===== config.mk =====
export PLATFORM = sky130hd
export DESIGN_NAME = xor_phase_det
export DESIGN_NICKNAME = d
export VERILOG_FILES = /design/src/rtl/pdet_pkg.sv /design/src/rtl/pdet_edge.sv /design/src/rtl/pdet_lead.sv /design/src/rtl/pdet_hcnt.sv /design/src/rtl/xor_phase_det.sv
export SDC_FILE = /design/constraint.sdc
export NUM_CORES = 1
export LEC_CHECK = 0
export ABC_AREA = 1
export BUFFER_PORTS_ARGS = -buffer_cell sky130_fd_sc_hd__buf_2
export CORE_ASPECT_RATIO = 0.5
export CORE_MARGIN = 3
export CORE_UTILIZATION = 35
export DETAILED_ROUTE_END_ITERATION = 8
export GPL_TIMING_DRIVEN = 1
export PLACE_DENSITY_LB_ADDON = 0.25
export SYNTH_ARGS = -nofsm -noshare
export SYNTH_HDL_FRONTEND = slang
export SYNTH_HIERARCHICAL = 1
export SYNTH_SLANG_ARGS = --single-unit

===== constraint.sdc =====
create_clock -name clk_i -period 3.05 [get_ports clk_i]
set_input_delay 0.1525 -clock clk_i [delete_from_list [all_inputs] [get_ports clk_i]]
set_output_delay 0.1525 -clock clk_i [all_outputs]
set_load 0.02 [all_outputs]

===== src/rtl/pdet_pkg.sv =====
package pdet_pkg;
  typedef enum logic {
    LEAD_A = 1'b0,
    LEAD_B = 1'b1
  } lead_e;
endpackage


===== src/rtl/pdet_edge.sv =====
module pdet_edge #(
  parameter int unsigned N = 2
) (
  input  logic         clk_i,
  input  logic         rst_ni,
  input  logic [N-1:0] sig_i,
  output logic [N-1:0] rise_o
);
  logic [N-1:0] sig_q;

  for (genvar g = 0; g < N; g++) begin : g_bit
    always_ff @(posedge clk_i or negedge rst_ni) begin
      if (!rst_ni) sig_q[g] <= 1'b0;
      else         sig_q[g] <= sig_i[g];
    end
    assign rise_o[g] = sig_i[g] & ~sig_q[g];
  end
endmodule


===== src/rtl/pdet_lead.sv =====
module pdet_lead
  import pdet_pkg::*;
(
  input  logic  clk_i,
  input  logic  rst_ni,
  input  logic  a_lvl_i,
  input  logic  b_lvl_i,
  input  logic  a_rise_i,
  input  logic  b_rise_i,
  output lead_e lead_d_o
);
  lead_e lead_q;

  always_comb begin
    lead_d_o = lead_q;
    if (a_rise_i && !b_lvl_i)      lead_d_o = LEAD_A;
    else if (b_rise_i && !a_lvl_i) lead_d_o = LEAD_B;
  end

  always_ff @(posedge clk_i or negedge rst_ni) begin
    if (!rst_ni) lead_q <= LEAD_A;
    else         lead_q <= lead_d_o;
  end
endmodule


===== src/rtl/pdet_hcnt.sv =====
module pdet_hcnt #(
  parameter int unsigned CNT_W = 16
) (
  input  logic             clk_i,
  input  logic             rst_ni,
  input  logic             high_i,
  input  logic             restart_i,
  output logic [CNT_W-1:0] cnt_o
);
  localparam logic [CNT_W-1:0] CNT_MAX = {CNT_W{1'b1}};
  localparam logic [CNT_W-1:0] CNT_ONE = CNT_W'(1);

  logic [CNT_W-1:0] cnt_q, cnt_d;

  always_comb begin
    cnt_d = cnt_q;
    if (restart_i)   cnt_d = CNT_ONE;
    else if (high_i) cnt_d = (cnt_q == CNT_MAX) ? CNT_MAX : cnt_q + CNT_ONE;
  end

  always_ff @(posedge clk_i or negedge rst_ni) begin
    if (!rst_ni) cnt_q <= '0;
    else         cnt_q <= cnt_d;
  end

  assign cnt_o = cnt_q;
endmodule


===== src/rtl/xor_phase_det.sv =====
module xor_phase_det
  import pdet_pkg::*;
#(
  parameter int unsigned CNT_W = 16
) (
  input  logic                    clk_i,
  input  logic                    rst_ni,
  input  logic                    a_i,
  input  logic                    b_i,
  output logic signed [CNT_W:0]   phase_o,
  output logic                    valid_o
);
  localparam int unsigned OUT_W = CNT_W + 1;

  logic             x_lvl;
  logic [2:0]       rise;
  logic [CNT_W-1:0] cnt;
  lead_e            lead_d;
  logic signed [OUT_W-1:0] mag;

  assign x_lvl = a_i ^ b_i;

  pdet_edge #(.N(3)) u_edge (
    .clk_i  (clk_i),
    .rst_ni (rst_ni),
    .sig_i  ({x_lvl, b_i, a_i}),
    .rise_o (rise)
  );

  pdet_lead u_lead (
    .clk_i    (clk_i),
    .rst_ni   (rst_ni),
    .a_lvl_i  (a_i),
    .b_lvl_i  (b_i),
    .a_rise_i (rise[0]),
    .b_rise_i (rise[1]),
    .lead_d_o (lead_d)
  );

  pdet_hcnt #(.CNT_W(CNT_W)) u_hcnt (
    .clk_i     (clk_i),
    .rst_ni    (rst_ni),
    .high_i    (x_lvl),
    .restart_i (rise[2]),
    .cnt_o     (cnt)
  );

  assign mag = signed'({1'b0, cnt});

  always_ff @(posedge clk_i or negedge rst_ni) begin
    if (!rst_ni) begin
      phase_o <= '0;
      valid_o <= 1'b0;
    end else begin
      valid_o <= rise[2];
      if (rise[2]) phase_o <= (lead_d == LEAD_A) ? mag : -mag;
    end
  end
endmodule


==> flow_summary.yaml <==
power:
  seq_power_share_pct: 39.3
  p_clk_share_pct: 27.7
  power_frac_comb_pct: 32.9
  switching_share_pct: 36.7
  peakVddDrop_uv: 243
  powerDensity_mw_per_mm2: 672
  p_int_mw: 1.13
  net-switching-power_mw: 0.657
  p_leak_nw: 1.47
die:
  core_mm2: 0.00631
  die-height_um: 64.2
  dieArea_mm2: 0.00785
  die_w_um: 122
  start_util_pct: 37.6
  num_rows: 20
  io_pins: 22
grt:
  overflow: 0
  antenna_found_initial: 0
  grt_use_total_pct: 14.6
  grt_pass1_vias: 1976
  grt_first_pass_wirelength_um: 9320
  grt_max_degree: 39
worst_setup_path:
  critPathRequiredTime_ps: 3190
  crit_arrival_ps: 2100
  critPathKind: "reg2reg"
  critPathMaxFanout: 21
  r2r.worst_path.cells: 7
  start_kind: "flop"
  cp-end-kind: "flop"
cts:
  cts.clk_slew.worst_paths_ps: 50
  root_buffer: "clkbuf_16"
  post-cts-setup-buffers: 0
  insertion_delay_ps: 280
  cts_buffers: 5
  cts_tree: "done"
  cts_htree_levels: 2
  clockBufferDepth: 2
  ctsHoldBuffers: 0
  cts.sinks: 38
  cts-resized-gates: 0
place:
  place_congestion: 0.857
  place_area_mm2: 0.00252
  portBuffers: 21
  dpl_worst_slack_ps: 900
  dp_hpwl_um: 3860
routing:
  drt_iter0_markers: 163
  first_pass_iters: 4
  via_count: 2147
  drc: 0
  wl_um: 5310
  avgRoutedWirePerCell_um: 11.8
  final_antenna_net_count: 0
  post_drt_via_cell_ratio: 4.77
timing:
  setup_tns_ps: 0
  finalWorstSetupSlack_ps: 1090
  setup_viol: 0
  max_slew.worst_pin.slew_ps: 1020
  skew_ps: 2.27
  clock.fmax_ghz: 0.509
  period_share_pct: 64.4
  slew_headroom_pct: 31.7
  rsz0062_at_grt: "no"
  slew_violations: 0
  hold_violations: 38
  hold_slack_ps: -18.2
  finalCriticalPeriod_ps: 1960
cells_and_area:
  diodes: 0
  fin_area_mm2: 0.00266
  drive_gt1_share_pct: 14.1
  multi_input_area_mm2: 0.00118
  nFillCells: 648
  nNetsFinal: 369
  syn2layout_area_growth_pct: 12.4
  regArea_um2: 951
synthesis:
  synth-seq-area-share_pct: 40.1
  synth.avg_cell_area_um2: 6.91
  syn_inst: 343
  synth_edf_count: 0
  async_reset_ff_share_pct: 100
  ys_seq_elements: 38
  synth.cell_area_mm2: 0.00237
  syn_nets: 349
  yosysWarnings: 6
  ys_types: 29
  synthFlopType: "dfrtp_1"
run:
  maxCapViolCount: 0
outcome:
  outcome: "finished, violations left"
  violations: "hold timing"
min_path:
  hold_class: "in2async"
-- layout by cell type, fill, tap and decap left out, drive strengths merged --
cell type	netlist	final
nand2	127	127
nor2	48	48
inv	47	47
dfrtp	38	38
nand3	33	33
buf	5	21
o21ai	19	19
xor2	11	11
clkbuf	3	6
a21oi	3	3
ha	2	2
nand4	2	2
xnor2	1	1
nor3	1	1
a22oi	1	1
o211ai	1	1
o21bai	1	1
-- sequential cells by signal, summed over array words and instances (netlist names) --
signal	count
u_hcnt/cnt_o	16
u_lead/lead_q	1
u_edge/sig_q	3
phase_o	17
valid_o	1
-- per-layer routing --
metal  global-route usage (%)  wire length, µm  vias to the layer above
li1                         -                -                     1090
met1                     21.0             2590                     1002
met2                     22.6             2360                       51
met3                     2.92              330                        4
met4                     3.49               31                        0
met5                        0                0                        -
-- power groups by stage --
stage	clock [mW]	sequential, mW	combinational (mW)
after floorplan	0	0.811	0.323
after global placement	0	0.706	0.589
after detailed placement	0	0.708	0.594
after CTS	0.511	0.703	0.596
after global routing	0.539	0.720	0.665
final	0.496	0.703	0.589
-- cells in the mapped netlist (2+ instances only) --
master / instances / area, µm²
nand2_1: 120 / 450
nand2_2: 6 / 37.5
xor2_1: 11 / 96.3
clkbuf_1: 2 / 7.51
ha_1: 2 / 25.0
nand3_1: 32 / 160
o21ai_1: 10 / 50.1
o21ai_2: 2 / 17.5
inv_2: 3 / 11.3
nor2_1: 39 / 146
inv_1: 44 / 165
buf_6: 2 / 22.5
a21oi_1: 2 / 10.0
o21ai_0: 7 / 35.0
nand4_1: 2 / 12.5
buf_2: 2 / 10.0
nor2_2: 8 / 50.1
dfrtp_1: 38 / 951
-- worst max-delay path, cell delays in order (launching register included) --
cell,delay (ps)
dfrtp_1,370
nor2_2,100
nand2_1,70
a21oi_2,710
inv_1,200
nor2_1,170
xnor2_1,130
o21ai_1,70
-- layout make-up --
| class | instances | share of cell area, % |
|---|---|---|
| clock buffers | 6 | 5.22 |
| well taps | 88 | 4.14 |
| flip-flops and latches | 38 | 35.7 |
| inverters | 47 | 6.63 |
| repair buffers | 21 | 3.95 |
| multi-input cells | 250 | 44.3 |
-- final timing paths --
kind / startpoint / endpoint / slack [ps]
max: u_edge/sig_q[1] / phase_o[2] / 1090
min: rst_ni / phase_o[14] / -20
max reg2reg: u_edge/sig_q[1] / phase_o[2] / 1090
min reg2reg: phase_o[14] / phase_o[14] / 470
max in group asynchronous: rst_ni / u_hcnt/cnt_o[1] / 2540
min in group clk_i: b_i / u_edge/sig_q[1] / 40
-- metrics by stage --
| stage | utilization, % | hold WS, ps | power (mW) | cells |
|---|---|---|---|---|
| 2_1_floorplan | - | -143 | 1.13 | 343 |
| 3_3_place_gp | 40.0 | 298 | 1.30 | 444 |
| 3_5_place_dp | 40.0 | 309 | 1.30 | 444 |
| 4_1_cts | 42.2 | 15.4 | 1.81 | 450 |
| 5_1_grt | 42.2 | 33.1 | 1.92 | 450 |
| 6_report | 42.2 | -18.2 | 1.79 | 450 |
-- logic make-up (layout without fill, tap and decap cells) --
| family | after synthesis | after routing | share of synthesized area, % |
|---|---|---|---|
| buffers and inverters | 55 | 74 | 10.0 |
| AND/OR/NAND/NOR | 211 | 211 | 38.2 |
| flip-flops | 38 | 38 | 40.1 |
| XOR/XNOR | 12 | 12 | 4.44 |
| AO/OA/AOI/OAI | 25 | 25 | 6.08 |
| adder cells (fa/ha/maj) | 2 | 2 | 1.06 |
No activity file was read; power rests on OpenSTA's default activity.
